## config.mk

```make
export PLATFORM = sky130hd
export DESIGN_NAME = dpc_trip_logic
export DESIGN_NICKNAME = d
export VERILOG_FILES = /design/src/rtl/dpc_pkg.sv /design/src/rtl/dpc_chan_supervisor.sv /design/src/rtl/dpc_coinc_timer.sv /design/src/rtl/dpc_trip_logic.sv
export SDC_FILE = /design/constraint.sdc
export NUM_CORES = 1
export LEC_CHECK = 0
export BUFFER_PORTS_ARGS = -buffer_cell sky130_fd_sc_hd__buf_2
export CORE_MARGIN = 10
export CORE_UTILIZATION = 56
export DETAILED_ROUTE_END_ITERATION = 8
export PLACE_DENSITY = 0.91
export REMOVE_ABC_BUFFERS = 1
export SLEW_MARGIN = 20
export SYNTH_ARGS = -nofsm -noshare
export SYNTH_HDL_FRONTEND = slang
export SYNTH_SLANG_ARGS = --single-unit
```

## constraint.sdc

```tcl
create_clock -name clk -period 2.7 [get_ports clk]
set_input_delay 0.54 -clock clk [delete_from_list [all_inputs] [get_ports clk]]
set_output_delay 0.54 -clock clk [all_outputs]
set_load 0.005 [all_outputs]
```

## src/rtl/dpc_pkg.sv

```systemverilog
// Shared types for the dual phase comparison trip logic.
package dpc_pkg;
    // Condition of the communication channel as seen by the trip logic.
    typedef enum logic [1:0] {
        CH_PRESENT = 2'd0,
        CH_CLAMPED = 2'd1,
        CH_LOCKED  = 2'd2
    } chan_state_e;
endpackage

```

## src/rtl/dpc_chan_supervisor.sv

```systemverilog
// Channel supervisor.
// Turns the raw received levels into effective levels, following the
// channel condition: pass-through while present, forced to 1 while lost,
// forced to 0 once lost for LOCK_TICKS ticks. Also drives the alarm.
// Assumes tick is a single-cycle enable and that all inputs are synchronous.
module dpc_chan_supervisor
    import dpc_pkg::*;
#(
    parameter int LOCK_TICKS = 150
) (
    input  logic        clk,
    input  logic        rst_n,
    input  logic        tick,
    input  logic        chan_ok,
    input  logic        rx_pos_raw,
    input  logic        rx_neg_raw,
    output logic        rx_pos_eff,
    output logic        rx_neg_eff,
    output chan_state_e state,
    output logic        alarm
);
    localparam int LW = $clog2(LOCK_TICKS + 1);
    localparam logic [LW-1:0] LOCK_LIMIT = LW'(LOCK_TICKS);

    logic [LW-1:0] absent_cnt;

    // Count ticks of channel absence, saturating; restart when the channel returns.
    always_ff @(posedge clk) begin
        if (!rst_n || chan_ok) begin
            absent_cnt <= '0;
        end else if (tick && absent_cnt < LOCK_LIMIT) begin
            absent_cnt <= absent_cnt + 1'b1;
        end
    end

    // Alarm sets on loss and clears on the first tick after the channel is back.
    always_ff @(posedge clk) begin
        if (!rst_n) begin
            alarm <= 1'b0;
        end else if (!chan_ok) begin
            alarm <= 1'b1;
        end else if (tick) begin
            alarm <= 1'b0;
        end
    end

    // Derive the channel condition from the live indication and the absence count.
    always_comb begin
        if (chan_ok)                       state = CH_PRESENT;
        else if (absent_cnt >= LOCK_LIMIT) state = CH_LOCKED;
        else                               state = CH_CLAMPED;
    end

    // Select the effective received levels for the current condition.
    always_comb begin
        unique case (state)
            CH_PRESENT: begin rx_pos_eff = rx_pos_raw; rx_neg_eff = rx_neg_raw; end
            CH_CLAMPED: begin rx_pos_eff = 1'b1;       rx_neg_eff = 1'b1;       end
            default:    begin rx_pos_eff = 1'b0;       rx_neg_eff = 1'b0;       end
        endcase
    end
endmodule

```

## src/rtl/dpc_coinc_timer.sv

```systemverilog
// Coincidence duration timer for one half-cycle path.
// Forms local AND received, and counts ticks while the product stays true.
// Any cycle with the product false clears the count. qualified is high
// once QUAL_TICKS ticks have been counted. Assumes tick is a one-cycle enable.
module dpc_coinc_timer #(
    parameter int QUAL_TICKS = 4
) (
    input  logic clk,
    input  logic rst_n,
    input  logic tick,
    input  logic loc_wave,
    input  logic rx_level,
    output logic qualified
);
    localparam int CW = $clog2(QUAL_TICKS + 1);
    localparam logic [CW-1:0] QUAL_LIMIT = CW'(QUAL_TICKS);

    logic          coinc;
    logic [CW-1:0] dur_cnt;

    // Coincidence of the local half-cycle with the matching received level.
    always_comb coinc = loc_wave & rx_level;

    // Duration count: clear on a broken coincidence, otherwise saturate at the limit.
    always_ff @(posedge clk) begin
        if (!rst_n || !coinc) begin
            dur_cnt <= '0;
        end else if (tick && dur_cnt < QUAL_LIMIT) begin
            dur_cnt <= dur_cnt + 1'b1;
        end
    end

    // Qualification flag for the trip latch.
    always_comb qualified = (dur_cnt >= QUAL_LIMIT);
endmodule

```

## src/rtl/dpc_trip_logic.sv

```systemverilog
// Dual phase comparison trip logic (top).
// Two coincidence paths, each with its own duration timer, feed a trip latch
// that needs arming. A channel supervisor clamps and later locks out the
// received levels on loss of channel. The trip latch clears only on reset.
// Assumes synchronous digitised inputs and a single-cycle tick enable.
module dpc_trip_logic
    import dpc_pkg::*;
#(
    parameter int QUAL_TICKS = 4,
    parameter int LOCK_TICKS = 150
) (
    input  logic clk,
    input  logic rst_n,
    input  logic tick,
    input  logic loc_pos,
    input  logic loc_neg,
    input  logic rx_pos,
    input  logic rx_neg,
    input  logic arm,
    input  logic chan_ok,
    output logic trip,
    output logic chan_alarm,
    output logic lockout
);
    localparam int NPATH = 2;

    chan_state_e      ch_state;
    logic [NPATH-1:0] loc_vec;
    logic [NPATH-1:0] rx_eff;
    logic [NPATH-1:0] qual_vec;
    logic             trip_set;

    dpc_chan_supervisor #(.LOCK_TICKS(LOCK_TICKS)) u_sup (
        .clk        (clk),
        .rst_n      (rst_n),
        .tick       (tick),
        .chan_ok    (chan_ok),
        .rx_pos_raw (rx_pos),
        .rx_neg_raw (rx_neg),
        .rx_pos_eff (rx_eff[0]),
        .rx_neg_eff (rx_eff[1]),
        .state      (ch_state),
        .alarm      (chan_alarm)
    );

    // Path 0 is the positive half-cycle, path 1 the negative one.
    always_comb loc_vec = {loc_neg, loc_pos};

    for (genvar p = 0; p < NPATH; p++) begin : g_path
        dpc_coinc_timer #(.QUAL_TICKS(QUAL_TICKS)) u_tmr (
            .clk       (clk),
            .rst_n     (rst_n),
            .tick      (tick),
            .loc_wave  (loc_vec[p]),
            .rx_level  (rx_eff[p]),
            .qualified (qual_vec[p])
        );
    end

    // Lockout indication taken from the supervisor condition.
    always_comb lockout = (ch_state == CH_LOCKED);

    // Trip condition: armed, any path qualified, not locked out.
    always_comb trip_set = arm && (|qual_vec) && !lockout;

    // Trip latch, cleared only by reset.
    always_ff @(posedge clk) begin
        if (!rst_n) begin
            trip <= 1'b0;
        end else if (trip_set) begin
            trip <= 1'b1;
        end
    end
endmodule

```

==> impl_results.md, run 1 <==
* Outcome: finished clean
* Static Leak at 0.319 nW
* Worst-Skew Late Latency at 280 ps
* Setup TNS at 0 ps
* FMAX at 478 MHz
* Via count at 650
* GR Layer Usage met3 at 4.27%
* Count of final max-slew check failures at 0
* Pwr Density at 463 mW/mm^2
* IO Count at 12
* Critical path arrival at 1550 ps
* Core Area at 0.00128 sq mm
* Largest net degree at the start of global routing at 10
* Antenna Nets Post-Route at 0
* Clock power share at 30.1%
* RD Place Congestion at 0.822
* Clock root buffer master: clkbuf_4
* Starting density of the core at 58.4%
* Share of layout cells above drive strength 1 at 20.2%
* Largest fanout on the critical path at 8
* Gr busiest metal: met2
* Per-cell routed wire length at 14.0 um
* Worst Hold Class: reg -> reg
* Critical Path Max Stage Delay at 450 ps
* GR Util met1 at 10.8%
* First-pass GRT wire length at 2650 um
* Yosys warns at 0
* Gate Count Post-Synth at 81
* Pre-antenna DRT Iters at 4
* Post-CTS Setup Bufs at 0
* Design area at 842 sq um
* Post-CTS Hold Buffers at 0
* CTS clk-pin slew, worst paths at 80 ps
* Worst slew pin tran at 380 ps
* Minimum clock period at 2090 ps
* Detailed Route Iter0 Violations at 5
* Initial antenna violation count at 0
* Final global-route overflow total at 0
* Internal power at 0.305 mW
* Gr usage total at 10.4%
* Area growth, synth to finish at 12.2%
* #FFs+latches synth at 16
* Worst clock skew at 3.81 ps
* Placed Area at 820 sq um
* Post-Syn Area at 751 sq um
* Dpl hpwl at 1230 um
* Worst path top cell family by delay: flip-flops
* Die Y at 56.6 um
* Bufs on Longest Clock Path at 2
* Logic pwr share at 7.7%
* DRC Markers at 0
* Vias in the first global route at 650
* Worst setup EP type: output pin
* Kind of critical path: reg -> out
* Final Core Density at 65.5%
* CP max-delay cell: dfxtp_1
* # rows at 13
* Detailed-route vias per instance at 5.96
* Switching part of the total at 21.8%
* Flop pwr share at 62.2%
* CP cell instances: ha_1, o21ai_0, a21oi_2, buf_2
* Sequential cell area fraction in the yosys report at 42.7%
* Syn avg cell area at 9.27 sq um
* Worst Path Buf+Inv at 1
* Worst slew margin at 74.3%
* Post-CTS sizing at 0
* Ant. Diodes at 0
* Max cap viols at 0
* Final wirelength at 1530 um
* Commonest non-fill, non-tap cell in the layout: dfxtp_1
* Layout Nets at 109
* Total power at 0.390 mW
* Worst IR drop on VDD at 0.225 mV
* Commonest non-fill, non-tap cells in the layout: dfxtp_1, buf_2, nor3_1
* RSZ-0062 raised after global routing: no
* CTS tree: yes
* Buffers on Ports at 11
* Netlist cell types at 29
* Period utilization at 77.5%
* Setup violations, final at 0
* Clock Sinks at 16
* DIE AREA at 0.00321 sq mm
* Critical path data required time at 2160 ps
* Total net switching power at 0.0848 mW
* H-tree depth at 1
* Worst setup SP type: flop
* Met2 Use GR at 14.7%
* Num CTS Buffers at 3
* Die width at 56.6 um
* Hold violation total from the final report at 0
==> cells in the mapped netlist <==
cell type,count,area [sq um]
ha_1,4,50.1
buf_2,1,5.00
o311ai_0,1,8.76
o211ai_1,4,30.0
nand2_1,6,22.5
nor3_1,8,40.0
o21a_1,1,7.51
nand4_1,2,12.5
o31ai_1,1,7.51
xor2_1,1,8.76
xnor2_1,5,43.8
a21oi_2,2,17.5
o21ai_2,1,8.76
nand2b_1,1,6.26
o21ai_0,3,15.0
or3_1,1,6.26
dfxtp_1,16,320
nor2b_1,3,18.8
nor2_1,4,15.0
nand3_1,2,10.0
a21oi_1,3,15.0
a21boi_0,1,7.51
o211ai_2,1,12.5
inv_1,3,11.3
nor4_1,1,6.26
o2111ai_1,1,8.76
and3_2,1,7.51
mux2i_1,2,20.0
or4_1,1,7.51
==> power groups by stage <==
stage	logic, mW	registers, mW	clock network (mW)
6_report	0.0299	0.242	0.117
5_1_grt	0.0334	0.243	0.136
4_1_cts	0.0303	0.242	0.123
3_5_place_dp	0.0300	0.248	0
3_3_place_gp	0.0284	0.248	0
2_1_floorplan	0.0166	0.248	0
==> flip-flops by register name, indices dropped and copies added, names as in the netlist <==
register              cells
u_sup.absent_cnt          8
g_path.u_tmr.dur_cnt      6
trip                      1
u_sup.alarm               1
==> metrics by stage <==
stage / hold WS, ps / worst slack (ps) / cells
after floorplan: 445 / 1130 / 80
after global placement: 435 / 798 / 106
after detailed placement: 449 / 753 / 106
after CTS: 462 / 605 / 109
after global routing: 467 / 465 / 109
final: 460 / 608 / 109
==> metal layers <==
metal  share of wire, %  wire (um)  up-vias
li1                   -          -      330
met1                 44        680      295
met2                 43        664       19
met3                8.2        125        6
met4                3.9         59        0
met5                  0          0        -
==> cell type report <==
| class | instances | area [sq um] |
|---|---|---|
| inverter | 3 | 11.3 |
| sequential | 16 | 320 |
| tap | 15 | 18.8 |
| timing repair buffer | 11 | 55.1 |
| fill | 106 | 443 |
| clock buffer | 3 | 22.5 |
| multi-input combinational | 61 | 414 |
==> worst paths after layout <==
path / to / start / slack (ps) / cells past startpoint
setup / recovery: lockout / u_sup.absent_cnt[1] / 610 / 4
hold reg to reg: trip / trip / 460 / 2
hold / removal: trip / trip / 460 / 2
setup reg to reg: u_sup.absent_cnt[6] / u_sup.absent_cnt[1] / 1270 / 5
==> worst register-to-register path, stage by stage, from the launching register on <==
cell,delay (ps)
dfxtp_1,450
ha_1,210
nand3_1,110
nor4_1,320
xnor2_1,170
nor2_1,60
==> cell families after synthesis <==
| kind of cell | share of synthesized area, % |
|---|---|
| and+or+nand+nor | 20.3 |
| AOI/OAI and AO/OA | 18.5 |
| DFF | 42.7 |
| xor gates and xnor gates | 7.00 |
| buffers and inverters | 2.17 |
| adders and majority gates | 6.67 |
| muxes | 2.67 |
Power figures use the tool's default switching activity.
==> run 2, diff against run 1 <==
- ABC_AREA: unset -> 1
- CORE_UTILIZATION: 56 -> 48
- PLACE_DENSITY: 0.91 -> 0.84
- clock period: 2.7 -> 1.9 ns (I/O delays scaled with it)
==> run 2 against run 1 <==
  * Synthesized area up 9.3%
  * Largest power group unchanged
  * Sequential cell count unchanged
  * Worst setup slack worse by 470 ps
  * Register-to-register slack got worse by 650 ps
  * Sequential share of layout area shrank 3.6 points
==> impl_results.md, run 2 <==
* Share of layout cells above drive strength 1 at 21.0% (+0.75 points)
* Minimum clock period at 1760 ps
* RD Place Congestion at 0.753 (-8.4%)
* Most numerous cell on the critical path: inv_1
* Gate Count Post-Synth at 109 (+35%)
* Worst IR drop on VDD at 0.666 mV (+200%)
* Kind of critical path: reg -> out
* Worst Hold Class: in -> reg
* Ant. Diodes at 0 (unchanged)
* Sequential cell area fraction in the yosys report at 39.0% (-3.6 points)
* Pre-antenna DRT Iters at 2 (-2)
* Clock root buffer master: clkbuf_4
* Worst setup SP type: flop
* Dpl hpwl at 1310 um (+6.9%)
* Hold violation total from the final report at 0 (unchanged)
* Num CTS Buffers at 3 (unchanged)
* Largest register FFs at 8 (unchanged)
* # rows at 14 (+1)
* Yosys warns at 0 (unchanged)
* Via count at 680 (+4.6%)
* Starting density of the core at 52.6% (-5.8 points)
* Asr flop ratio synth at 0% (unchanged)
* IO Count at 12 (unchanged)
* Post-synth EDFFs at 0 (unchanged)
* FMAX at 569 MHz
* Layout Nets at 138 (+27%)
* Final global-route overflow total at 0 (unchanged)
* Critical path data required time at 1520 ps (-640 ps)
* Setup TNS at 0 ps (unchanged)
* Netlist cell types at 19 (-34%)
* Count of final max-slew check failures at 0 (unchanged)
* Bufs on Longest Clock Path at 2 (unchanged)
* Largest Register: u_sup.absent_cnt
* Worst slew margin at 84.7% (+10 points)
* Die Y at 61.4 um (+8.4%)
* Detailed Route Iter0 Violations at 30 (+25)
* Setup violations, final at 0 (unchanged)
* Pwr Density at 653 mW/mm^2 (+41%)
* Syn avg cell area at 7.53 sq um (-19%)
* Die width at 61.4 um (+8.4%)
* Detailed-route vias per instance at 4.86 (-19%)
* Max cap viols at 0 (unchanged)
* Largest fanout on the critical path at 4 (-4)
* Final wirelength at 1600 um (+4.6%)
* Initial antenna violation count at 0 (unchanged)
* Worst setup EP type: output pin
* Gr usage total at 9.98% (-0.43 points)
* H-tree depth at 1 (unchanged)
* Yosys top cell by area: dfxtp_1
* Design area at 933 sq um (+11%)
* Critical path arrival at 1380 ps (-170 ps)
* CTS clk-pin slew, worst paths at 90 ps (about the same)
* Synth top area cells: dfxtp_1, nand2_1, inv_1
* DIE AREA at 0.00376 sq mm (+17%)
* First-pass GRT wire length at 2830 um (+6.8%)
* DRC Markers at 0 (unchanged)
* Commonest non-fill, non-tap cells in the layout: nand2_1, inv_1, dfxtp_1
* CP cell instances: inv_1, ha_1, inv_1, nor2_1, nand2_1, nand3_1, nand2_2, inv_1, buf_2
* CP max-delay cell: dfxtp_2
* Period utilization at 92.5%
* Clock Sinks at 16 (unchanged)
* Synth top area share at 39.0% (-3.6 points)
* Placed Area at 896 sq um (+9.3%)
* Vias in the first global route at 671 (+3.2%)
* #FFs+latches synth at 16 (unchanged)
* Dominant synthesized flop cell: dfxtp_1
* Buffers on Ports at 11 (unchanged)
* RSZ-0062 raised after global routing: no
* Worst-Skew Late Latency at 280 ps (about the same)
* Antenna Nets Post-Route at 0 (unchanged)
* CTS tree: yes
* Worst slew pin tran at 229 ps (-151 ps)
* Worst clock skew at 2.26 ps (-1.55 ps)
* Static Leak at 0.421 nW (+32%)
* Critical Path Max Stage Delay at 360 ps (-90 ps)
* FILL cells at 158 (+49%)
* Commonest non-fill, non-tap cell in the layout: nand2_1
* Outcome: finished clean
* Largest net degree at the start of global routing at 10 (unchanged)
* Post-Syn Area at 821 sq um (+9.3%)
* Synth top cells by count: nand2_1, inv_1, dfxtp_1, nor2_1, a21oi_1
* Core Area at 0.00156 sq mm (+21%)
* Largest regs: u_sup.absent_cnt x8, g_path.u_tmr.dur_cnt x6
* Most common cell in the netlist: nand2_1
* Area growth, synth to finish at 13.7%
* Per-cell routed wire length at 11.4 um (-19%)
run 2: cell count changes after synthesis, sizes merged, moves of 3 or more:
| cell | change |
|---|---|
| o211ai | -5 |
| nor2 | +9 |
| nand3 | +3 |
| a21oi | +5 |
| xor2 | +4 |
| nand2 | +21 |
| inv | +15 |
| xnor2 | -5 |
| nor2b | -3 |
| nor3 | -8 |
run 2: worst max-delay path: cells and delay by family, from the launching register on:
family	cells	cell delay, ps
fa+ha+maj	1	200
simple gates	4	250
buf+inv	4	290
flops	1	360
run 2: cells by family (layout without fill, tap and decap cells):
family	count (synthesis)	in the layout	synth area share, %
compound gates	17	17	11.7
xor+xnor	5	5	5.34
fa+ha+maj	4	4	6.10
buf+inv	18	33	8.54
flops	16	16	39.0
mux	2	2	2.74
simple gates	47	47	26.5
run 2: final timing paths:
kind	start	endpoint	slack (ps)	cells past startpoint
worst min-delay path	rst_n	u_sup.alarm	370	3
worst min register to register	trip	trip	450	2
worst max register to register	u_sup.absent_cnt[1]	u_sup.absent_cnt[6]	620	7
worst max-delay path	u_sup.absent_cnt[0]	lockout	140	9
run 2: power by group:
part / leakage (nW) / total (mW) / switching [mW] / internal (mW)
logic: 0.269 / 0.0475 / 0.0274 / 0.0201
registers: 0.130 / 0.346 / 0.00503 / 0.341
clock network: 0.0210 / 0.216 / 0.0995 / 0.117
total: 0.421 / 0.610 / 0.132 / 0.478
run 2: area by class of cell:
type / instances / area, sq um / share of cell area [%]
Tap cell: 16 / 20.0 / 2.14
Inverter: 18 / 70.1 / 7.51
Clock buffer: 4 / 36.3 / 3.89
Multi-Input combinational cell: 75 / 430 / 46.1
Timing Repair Buffer: 11 / 55.1 / 5.90
Sequential cell: 16 / 322 / 34.5
run 2: through the flow:
stage | power [mW] | std cells | hold slack [ps] | utilization, % | setup slack (ps)
2_1_floorplan | 0.381 | 109 | 443 | - | 611
3_3_place_gp | 0.398 | 136 | 431 | 57.5 | 478
3_5_place_dp | 0.401 | 136 | 443 | 57.5 | 423
4_1_cts | 0.622 | 140 | 359 | 59.8 | 108
5_1_grt | 0.646 | 140 | 373 | 59.9 | 18.1
6_report | 0.610 | 140 | 372 | 59.9 | 142
run 2: repair_timing:
action                     in CTS  in global routing
setup endpoints to repair       0                  1
setup buffers                   0                  0
gates resized for setup         0                  1
hold buffers                    0                  0
run 2: per-layer routing:
layer	share of wire, %	track usage (%)	vias to the layer above
met1	40	10.8	304
li1	-	-	368
met2	55	17.6	6
met3	3.9	4.53	2
met4	0.56	1.91	0
met5	0	0	-
==> run 3, diff against run 2 <==
- CORE_ASPECT_RATIO: unset -> 1.2
==> run 3 against run 2 <==
  * Sequential power barely moved
  * Non-clock buffer count did not move
  * Worst setup slack improved by 28 ps
  * Clock skew rose by 6.1 ps
  * Worst hold slack got worse by 21 ps
  * Combinational power fell by 1%
  * Largest cell class unchanged
  * Count of clock-buffer cells in the layout did not move
  * Wire length fell by 8.3%
==> impl_results.md, run 3 (synthesis results as in run 2) <==
* Largest regs: u_sup.absent_cnt x8, g_path.u_tmr.dur_cnt x6
* Initial antenna violation count at 0 (unchanged)
* DRC Markers at 0 (unchanged)
* Gr usage total at 8.05% (-1.9 points)
* Most numerous cell on the critical path: inv_1
* Final wirelength at 1470 um (-8.3%)
* Critical path arrival at 1350 ps (-30 ps)
* Detailed Route Iter0 Violations at 7 (-77%)
* Multi-input logic area at 430 sq um (unchanged)
* Worst slew pin tran at 248 ps (+18.9 ps)
* Commonest non-fill, non-tap cells in the layout: nand2_1, inv_1, dfxtp_1
* Switching part of the total at 22.5% (+0.83 points)
* Count of final max-slew check failures at 0 (unchanged)
* Core Area at 0.00162 sq mm (+4.0%)
* Total power at 0.616 mW (+1.1%)
* CP cell instances: inv_1, ha_1, inv_1, nor2_1, nand2_1, nand3_1, nand2_2, inv_1, buf_2
* Die Y at 65.3 um (+6.4%)
* CP max-delay cell: dfxtp_2
* Per-cell routed wire length at 10.3 um (-9.6%)
* Worst slew margin at 83.4% (-1.3 points)
* CTS tree: yes
* Total net switching power at 0.138 mW (+5.0%)
* Worst clock skew at 8.31 ps (+6.05 ps)
* Final Core Density at 57.8% (-2.1 points)
* Worst IR drop on VDD at 0.342 mV (-49%)
* Clock root buffer master: clkbuf_4
* # placed instances at 138 (+1.5%)
* Outcome: finished clean
* Flop pwr share at 56.1% (-0.7 points)
* Kind of critical path: reg -> out
* Critical path data required time at 1520 ps (about the same)
* Pre-antenna DRT Iters at 4 (+2)
* Layout Nets at 138 (unchanged)
* Hold violation total from the final report at 0 (unchanged)
* First-pass GRT wire length at 2550 um (-9.8%)
* FMAX at 578 MHz (+1.6%)
* Worst setup SP type: flop
* Worst Hold Class: in -> reg
* Worst-Skew Late Latency at 280 ps (about the same)
* Num CTS Buffers at 3 (unchanged)
* DIE AREA at 0.00377 sq mm (+0.19%)
* Max cap viols at 0 (unchanged)
* Minimum clock period at 1730 ps (-28.1 ps)
* Area growth, synth to finish at 14.2%
* Internal power at 0.478 mW (about the same)
* Sequential cell area at 323 sq um (+0.39%)
* Largest Register: u_sup.absent_cnt
* FILL cells at 156 (-1.3%)
* Bufs on Longest Clock Path at 2 (unchanged)
* Critical Path Max Stage Delay at 360 ps (about the same)
* Static Leak at 0.421 nW (+0.10%)
* Logic pwr share at 7.6% (-0.2 points)
* # rows at 16 (+2)
* Share of layout cells above drive strength 1 at 21.8% (+0.81 points)
* Ant. Diodes at 0 (unchanged)
* Final Non-Filler Cells at 142 (+1.4%)
* RD Place Congestion at 0.863 (+15%)
* H-tree depth at 1 (unchanged)
* Clock Sinks at 16 (unchanged)
* Largest net degree at the start of global routing at 10 (unchanged)
* Detailed-route vias per instance at 4.76 (-2.0%)
* Die width at 57.8 um (-5.9%)
* Pwr Density at 658 mW/mm^2 (+0.67%)
* IO Count at 12 (unchanged)
* Clock power share at 36.3% (+0.9 points)
* Via count at 676 (-0.59%)
* Starting density of the core at 50.6% (-2.0 points)
* Setup violations, final at 0 (unchanged)
* Dpl hpwl at 1190 um (-9.1%)
* Largest register FFs at 8 (unchanged)
* Commonest non-fill, non-tap cell in the layout: nand2_1
* Final global-route overflow total at 0 (unchanged)
* Vias in the first global route at 638 (-4.9%)
* Buffers on Ports at 11 (unchanged)
* Worst setup EP type: output pin
* Antenna Nets Post-Route at 0 (unchanged)
* Largest fanout on the critical path at 4 (unchanged)
* Period utilization at 91.0% (-1.5 points)
* CTS clk-pin slew, worst paths at 100 ps (about the same)
==> run 3: final timing paths <==
kind / start / to / slack [ps] / cells after the start
setup reg to reg: u_sup.absent_cnt[1] / u_sup.absent_cnt[6] / 640 / 7
hold / removal: rst_n / trip / 350 / 3
hold reg to reg: trip / trip / 450 / 2
setup / recovery: u_sup.absent_cnt[0] / lockout / 170 / 9
==> run 3: final cells by class <==
| class | instances | area share [%] |
|---|---|---|
| multi-input cells | 75 | 45.9 |
| flip-flops and latches | 16 | 34.4 |
| inverters | 18 | 7.48 |
| clock buffers | 4 | 3.87 |
| well taps | 18 | 2.40 |
| repair buffers | 11 | 5.87 |
==> run 3: routing by layer <==
metal	vias to the layer above	GRT usage (%)	share of wire, %
li1	368	-	-
met5	-	0	0
met1	293	9.34	47
met2	15	12.5	42
met3	0	3.46	11
met4	0	3.53	0
==> run 3: stage by stage <==
step           setup TNS [ps]  instance area (sq um)  setup slack, ps  hold slack [ps]
2_1_floorplan               0                    821              611              443
3_3_place_gp                0                    898              482              432
3_5_place_dp                0                    898              451              442
4_1_cts                     0                    935              111              342
5_1_grt                 -1.95                    937            -1.95              364
6_report                    0                    937              171              351
==> run 3: repair_timing <==
action,in CTS,in global routing
gates resized for setup,0,2
setup endpoints to repair,0,1
hold buffers,0,0
buffers inserted,0,0
==> run 3: worst max-delay path, delay by kind of cell (launching register included) <==
| kind | cells | cell delay (ps) |
|---|---|---|
| adders and majority gates | 1 | 190 |
| DFF | 1 | 360 |
| and+or+nand+nor | 4 | 250 |
| buffers and inverters | 4 | 270 |
==> run 3: power groups by stage <==
stage	clock network, mW	registers (mW)	logic (mW)
2_1_floorplan	0	0.353	0.0282
6_report	0.224	0.346	0.0470
5_1_grt	0.247	0.347	0.0541
3_3_place_gp	0	0.353	0.0455
4_1_cts	0.235	0.346	0.0480
3_5_place_dp	0	0.353	0.0476
